$ cat config.mk
export PLATFORM = sky130hd
export DESIGN_NAME = ivec_fetch_seq
export DESIGN_NICKNAME = d
export VERILOG_FILES = /design/src/rtl/ivec_pkg.sv /design/src/rtl/ivec_addr_gen.sv /design/src/rtl/ivec_byte_asm.sv /design/src/rtl/ivec_phys_calc.sv /design/src/rtl/ivec_fetch_seq.sv
export SDC_FILE = /design/constraint.sdc
export NUM_CORES = 1
export LEC_CHECK = 0
export ABC_AREA = 0
export BUFFER_PORTS_ARGS = -buffer_cell sky130_fd_sc_hd__buf_2
export CORE_MARGIN = 5
export CORE_UTILIZATION = 59
export DETAILED_ROUTE_END_ITERATION = 8
export PLACE_DENSITY = 0.92
export SLEW_MARGIN = 20
export SYNTH_ARGS = -nofsm -noshare
export SYNTH_HDL_FRONTEND = slang
export SYNTH_HIERARCHICAL = 1
export SYNTH_SLANG_ARGS = --single-unit
$ cat constraint.sdc
create_clock -name clk -period 6.8 [get_ports clk]
set_clock_uncertainty 0.1 [all_clocks]
set_input_delay 0.34 -clock clk [delete_from_list [all_inputs] [get_ports clk]]
set_output_delay 0.34 -clock clk [all_outputs]
set_load 0.1 [all_outputs]
$ cat src/rtl/ivec_pkg.sv
package ivec_pkg;

   // Sequencer control states
   typedef enum logic [0:0] {
      ST_IDLE = 1'b0,
      ST_READ = 1'b1
   } ivec_state_t;

   // Defaults shared by the modules of the block
   localparam int unsigned IVEC_ADDR_W      = 20;
   localparam int unsigned IVEC_DATA_W      = 8;
   localparam int unsigned IVEC_SEG_W       = 16;
   localparam int unsigned IVEC_TYPE_W      = 8;
   localparam int unsigned IVEC_ENTRY_BYTES = 4;

endpackage

$ cat src/rtl/ivec_addr_gen.sv
module ivec_addr_gen #(
   parameter int unsigned ADDR_W      = 20,
   parameter int unsigned TYPE_W      = 8,
   parameter int unsigned ENTRY_BYTES = 4,
   parameter logic [ADDR_W-1:0] TABLE_BASE = '0,
   localparam int unsigned IDX_W      = $clog2(ENTRY_BYTES)
) (
   input  logic              clk,
   input  logic              rst_n,
   input  logic              start,
   input  logic [TYPE_W-1:0] type_in,
   input  logic              advance,
   input  logic              busy,
   output logic [ADDR_W-1:0] addr,
   output logic [IDX_W-1:0]  idx,
   output logic              last
);

   localparam int unsigned SPAN = (1 << TYPE_W) * ENTRY_BYTES;

   if ((1 << IDX_W) != ENTRY_BYTES) begin : g_bad_entry
      $error("ENTRY_BYTES must be a power of two");
   end
   if (SPAN > (1 << ADDR_W)) begin : g_bad_span
      $error("pointer table does not fit the address space");
   end

   logic [TYPE_W-1:0] type_q;
   logic [IDX_W-1:0]  idx_q;

   always_ff @(posedge clk or negedge rst_n) begin
      if (!rst_n) begin
         type_q <= '0;
         idx_q  <= '0;
      end else if (start) begin
         type_q <= type_in;
         idx_q  <= '0;
      end else if (advance) begin
         idx_q  <= idx_q + 1'b1;
      end
   end

   logic [ADDR_W-1:0] entry_start;
   assign entry_start = TABLE_BASE + (ADDR_W'(type_q) << IDX_W);
   assign addr        = entry_start + ADDR_W'(idx_q);
   assign idx         = idx_q;
   assign last        = (idx_q == IDX_W'(ENTRY_BYTES - 1));

   // the latched type is frozen for the whole fetch
   a_r7_type_frozen: assert property (@(posedge clk) disable iff (!rst_n)
      (busy && !start) |=> $stable(type_q));

   // the byte index moves only forward by one per capture
   a_r2_idx_step: assert property (@(posedge clk) disable iff (!rst_n)
      (advance && !last && !start) |=> (idx_q == $past(idx_q) + 1'b1));

endmodule

$ cat src/rtl/ivec_byte_asm.sv
module ivec_byte_asm #(
   parameter int unsigned DATA_W      = 8,
   parameter int unsigned ENTRY_BYTES = 4,
   localparam int unsigned IDX_W      = $clog2(ENTRY_BYTES),
   localparam int unsigned WORD_W     = DATA_W * ENTRY_BYTES
) (
   input  logic              clk,
   input  logic              rst_n,
   input  logic              capture,
   input  logic [IDX_W-1:0]  idx,
   input  logic [DATA_W-1:0] data,
   output logic [WORD_W-1:0] word_next
);

   logic [WORD_W-1:0] word_q;
   logic [ENTRY_BYTES-1:0] lane_hit;

   for (genvar b = 0; b < ENTRY_BYTES; b++) begin : g_lane
      assign lane_hit[b] = capture && (idx == IDX_W'(b));
      assign word_next[b*DATA_W +: DATA_W] =
         lane_hit[b] ? data : word_q[b*DATA_W +: DATA_W];

      always_ff @(posedge clk or negedge rst_n) begin
         if (!rst_n) begin
            word_q[b*DATA_W +: DATA_W] <= '0;
         end else if (lane_hit[b]) begin
            word_q[b*DATA_W +: DATA_W] <= data;
         end
      end
   end

   // at most one byte lane is written per capture cycle
   a_r4_one_lane: assert property (@(posedge clk) disable iff (!rst_n)
      capture |-> $countones(lane_hit) == 1);

endmodule

$ cat src/rtl/ivec_phys_calc.sv
module ivec_phys_calc #(
   parameter int unsigned ADDR_W = 20,
   parameter int unsigned SEG_W  = 16,
   localparam int unsigned SHIFT = ADDR_W - SEG_W,
   localparam int unsigned SUM_W = SEG_W + SHIFT + 1
) (
   input  logic [SEG_W-1:0]  seg,
   input  logic [SEG_W-1:0]  off,
   output logic [ADDR_W-1:0] phys
);

   if (ADDR_W <= SEG_W) begin : g_bad_shift
      $error("address must be wider than a segment");
   end

   logic [SUM_W-1:0] sum;

   assign sum  = {1'b0, seg, {SHIFT{1'b0}}} + SUM_W'(off);
   assign phys = sum[ADDR_W-1:0];

endmodule

$ cat src/rtl/ivec_fetch_seq.sv
module ivec_fetch_seq
   import ivec_pkg::*;
#(
   parameter int unsigned ADDR_W      = IVEC_ADDR_W,
   parameter int unsigned DATA_W      = IVEC_DATA_W,
   parameter int unsigned SEG_W       = IVEC_SEG_W,
   parameter int unsigned TYPE_W      = IVEC_TYPE_W,
   parameter int unsigned ENTRY_BYTES = IVEC_ENTRY_BYTES,
   parameter logic [SEG_W-1:0] RESET_SEG = 16'hFFFF,
   parameter logic [SEG_W-1:0] RESET_OFF = 16'h0000
) (
   input  logic              clk,
   input  logic              rst_n,
   input  logic              req_valid,
   input  logic [TYPE_W-1:0] req_type,
   output logic [ADDR_W-1:0] mem_addr,
   output logic              mem_rd,
   input  logic              mem_rdy,
   input  logic [DATA_W-1:0] mem_data,
   output logic              done,
   output logic [SEG_W-1:0]  tgt_seg,
   output logic [SEG_W-1:0]  tgt_off,
   output logic [ADDR_W-1:0] tgt_phys
);

   localparam int unsigned IDX_W     = $clog2(ENTRY_BYTES);
   localparam int unsigned WORD_W    = DATA_W * ENTRY_BYTES;
   localparam int unsigned SHIFT     = ADDR_W - SEG_W;
   localparam int unsigned TABLE_END = (1 << TYPE_W) * ENTRY_BYTES;
   localparam logic [ADDR_W-1:0] RESET_PHYS =
      ADDR_W'((ADDR_W'(RESET_SEG) << SHIFT) + ADDR_W'(RESET_OFF));

   if (WORD_W != 2 * SEG_W) begin : g_bad_word
      $error("an entry must hold exactly one offset and one segment");
   end

   ivec_state_t state_q;
   logic        accept, capture, finish, last;
   logic [IDX_W-1:0]  idx;
   logic [WORD_W-1:0] word_next;
   logic [SEG_W-1:0]  new_off, new_seg;
   logic [ADDR_W-1:0] new_phys;

   assign accept  = (state_q == ST_IDLE) && req_valid;
   assign capture = (state_q == ST_READ) && mem_rdy;
   assign finish  = capture && last;
   assign mem_rd  = (state_q == ST_READ);

   ivec_addr_gen #(
      .ADDR_W(ADDR_W), .TYPE_W(TYPE_W), .ENTRY_BYTES(ENTRY_BYTES)
   ) i_addr_gen (
      .clk(clk), .rst_n(rst_n), .start(accept), .type_in(req_type),
      .advance(capture), .busy(mem_rd), .addr(mem_addr), .idx(idx),
      .last(last)
   );

   ivec_byte_asm #(
      .DATA_W(DATA_W), .ENTRY_BYTES(ENTRY_BYTES)
   ) i_byte_asm (
      .clk(clk), .rst_n(rst_n), .capture(capture), .idx(idx),
      .data(mem_data), .word_next(word_next)
   );

   // Lower half of the entry is the offset, upper half the segment
   assign new_off = word_next[SEG_W-1:0];
   assign new_seg = word_next[WORD_W-1:SEG_W];

   ivec_phys_calc #(
      .ADDR_W(ADDR_W), .SEG_W(SEG_W)
   ) i_phys_calc (
      .seg(new_seg), .off(new_off), .phys(new_phys)
   );

   always_ff @(posedge clk or negedge rst_n) begin
      if (!rst_n) begin
         state_q  <= ST_IDLE;
         done     <= 1'b0;
         tgt_seg  <= RESET_SEG;
         tgt_off  <= RESET_OFF;
         tgt_phys <= RESET_PHYS;
      end else begin
         done <= finish;
         case (state_q)
            ST_IDLE: if (accept) state_q <= ST_READ;
            ST_READ: if (finish) state_q <= ST_IDLE;
            default: state_q <= ST_IDLE;
         endcase
         if (finish) begin
            tgt_seg  <= new_seg;
            tgt_off  <= new_off;
            tgt_phys <= new_phys;
         end
      end
   end

   // reads never leave the pointer table
   a_r2_table_range: assert property (@(posedge clk) disable iff (!rst_n)
      mem_rd |-> (mem_addr < ADDR_W'(TABLE_END)));

   // an unanswered read holds its address and strobe
   a_r4_hold: assert property (@(posedge clk) disable iff (!rst_n)
      (mem_rd && !mem_rdy) |=> (mem_rd && $stable(mem_addr)));

   // done is a single-cycle strobe
   a_r6_pulse: assert property (@(posedge clk) disable iff (!rst_n)
      done |=> !done);

   // outputs hold between completions
   a_r6_hold: assert property (@(posedge clk) disable iff (!rst_n)
      !done |-> ($stable(tgt_seg) && $stable(tgt_off) && $stable(tgt_phys)));

   // the low nibble of the target comes straight from the offset
   a_r5_low_nibble: assert property (@(posedge clk) disable iff (!rst_n)
      done |-> (tgt_phys[SHIFT-1:0] == tgt_off[SHIFT-1:0]));

endmodule

==> reports/qor.yml <==
synth:
  synthesis.area_um2: 4670
  synthAdderAreaFrac: 0.0391
  synth-xor-area-share: 0.0188
  synthDistinctLibCells: 52
  synth_top_family_by_area: "multiplexers"
  yosysSeqAreaShare: 0.523
  synth-edff-count: 0
  synth-compound-area-share: 0.0688
  ys.flop_type: "dfrtp_1"
  synthMuxAreaShare: 0.234
  ys_seq_elements: 96
  async_flop_share: 1.00
  syn_area_per_cell_um2: 14.1
  synthCells: 331
  yosysWarnings: 6
  yosys.area_share.simple: 0.0638
timing:
  tightestPinTransition_ps: 778
  finalMaxSlewViolations: 0
  fmax_mhz: 276
  finalSetupTns_ps: 0
  relSlewSlack: 0.482
  final_hold_viol_count: 0
  setup_viol: 0
  min_period_over_period: 0.532
  rsz0062_at_grt: "no"
  hold_ws_ps: 99.7
  min_period_ps: 3620
layout:
  nets: 445
  fin_util: 0.684
  antenna_cells: 0
  stdcell_count: 518
  final_cell_mix: "82 x buf_2, 80 x mux2_2, 64 x dfrtp_1, 32 x dfstp_2, 13 x ha_1"
  fill_cells: 542
  mostFrequentLayoutCell: "buf_2"
  drive_gt1_frac: 0.579
  synthToLayoutAreaGrowth_pct: 13.2
global_routing:
  antenna_found_initial: 0
  grt_max_degree: 86
  grt.busiest_layer: "met2"
  grt_pass1_vias: 3060
  grt_pass1_wl_mm: 16.0
  grt.met1_usage: 0.271
  use_met2: 0.346
  gr-usage-all-layers: 0.206
  overflow: 0
  use_met3: 0.0375
worst_hold_path:
  hold_start: "req_type[4]"
  worstHoldPathType: "input port to register"
critical_path:
  r2r_cells: 10
  worstPathRequired_ps: 6990
  worstPathMaxFanout: 8
  path_depth: 10
  end_kind: "register"
  ff2ff_setup_slack_ps: 3180
  critPathCapture: "tgt_phys[14]"
  reg2reg_to: "tgt_phys[14]"
  cp_data_arrival_time_ps: 3810
  path_cells: "and2_2, nor3b_4, mux2_2, ha_1, fa_1, a21o_1, a221oi_4, o21ai_0, xor2_1, mux2_2"
  worstSetupPathType: "register to register"
  worst_path_largest_cell_delay_ps: 450
  setup.worst_path.start: "mem_rd"
  start_kind: "register"
  crit_family: "compound AO/OA/AOI/OAI gates"
  path_buf_inv: 0
  r2r_start: "mem_rd"
  cpMaxStageDelayCell: "nor3b_4"
  crit_top_cell: "mux2_2"
cts:
  cts_htree_levels: 3
  post_cts_resized: 0
  insertion_delay_ps: 360
  cts_root_buffer: "clkbuf_8"
  numCtsBuffers: 9
  cts.sinks: 96
  ctsHoldBuffers: 1
  cts_max_path_buffers: 2
  postCtsSetupBuffers: 0
  path_clk_slew_ps: 110
  cts_tree: "done"
floorplan:
  die_w_um: 99.0
  die_area_um2: 9800
  die_y_um: 99.0
  initial_utilization: 0.604
  io_pins: 94
  rows: 32
  core_um2: 7730
placed_design:
  io_buffers: 83
  place.gp.congestion: 0.863
  dp_hpwl_mm: 6.89
  placed_cells: 501
run_status:
  outcome: "complete, no violations"
drt:
  drtPass1Iterations: 4
  viasPerCell: 5.62
  wire_per_inst_um: 18.2
  antenna_left: 0
  dr.first_iter.drc_count: 178
  num_vias: 2912
  drc: 0
  drt_wl_total_mm: 9.41
job:
  cap_viol_max_count: 0
-- metal layers --
layer  vias to the layer above  part of all wire
li1                       1336                 -
met1                      1469              0.43
met2                        91              0.50
met3                        16             0.056
met4                         0             0.012
met5                         -                 0
-- cell families after synthesis --
family / after synthesis
other cells: 1
xor+xnor: 10
fa+ha+maj: 14
compound gates: 39
simple gates: 47
mux: 93
buf+inv: 31
flops: 96
-- synthesized netlist by cell type, types with 3 or more instances --
cell type / instances / area share
dfrtp_1: 64 / 0.34
xor2_1: 3 / 0.0056
nand2_1: 9 / 0.0072
o21ai_0: 3 / 0.0032
xnor2_1: 7 / 0.013
mux2_4: 12 / 0.039
nand4_1: 3 / 0.0040
clkbuf_8: 5 / 0.015
or3_1: 4 / 0.0054
dfstp_2: 32 / 0.18
ha_1: 13 / 0.035
nand3_1: 6 / 0.0064
a21oi_1: 11 / 0.012
mux2_2: 80 / 0.19
inv_1: 6 / 0.0048
nor3b_1: 3 / 0.0048
nor2_1: 6 / 0.0048
buf_4: 16 / 0.026
a21o_1: 3 / 0.0048
o2111ai_1: 3 / 0.0056
nor3_1: 3 / 0.0032
-- sequential cells by signal, summed over array words and instances, names as in the netlist --
signal / count
i_byte_asm/word_q: 32
mem_rd: 1
tgt_seg: 16
i_addr_gen/type_q: 8
tgt_off: 16
tgt_phys: 20
done: 1
i_addr_gen/idx: 2
-- worst min path at each step --
stage / end / depth (start not counted) / slack [ps]
2_1_floorplan: done / 0 / -60
3_3_place_gp: i_addr_gen/type_q[1] / 1 / 80
3_5_place_dp: i_addr_gen/idx[1] / 1 / 80
4_1_cts: i_addr_gen/type_q[4] / 2 / 90
5_1_grt: i_addr_gen/type_q[5] / 2 / 80
6_report: i_addr_gen/type_q[4] / 2 / 100
-- final cells by class --
cell class | count | area, um^2 | share of cell area
repair buffers | 85 | 439 | 0.0831
flip-flops and latches | 96 | 2440 | 0.462
clock inverters | 7 | 111 | 0.0211
multi-input cells | 213 | 2020 | 0.382
clock buffers | 9 | 124 | 0.0234
inverters | 6 | 22.5 | 0.00426
well taps | 102 | 128 | 0.0241
-- through the flow --
stage	cell area (um^2)	worst slack, ps
after detailed placement	5040	3170
after global placement	5040	3290
after CTS	5280	3170
final	5290	3180
after floorplan	4700	2780
after global routing	5290	2940
Power is left out: the tool's default activity adds up to more than one toggle a clock period on the data nets, which glitch-free logic cannot reach.
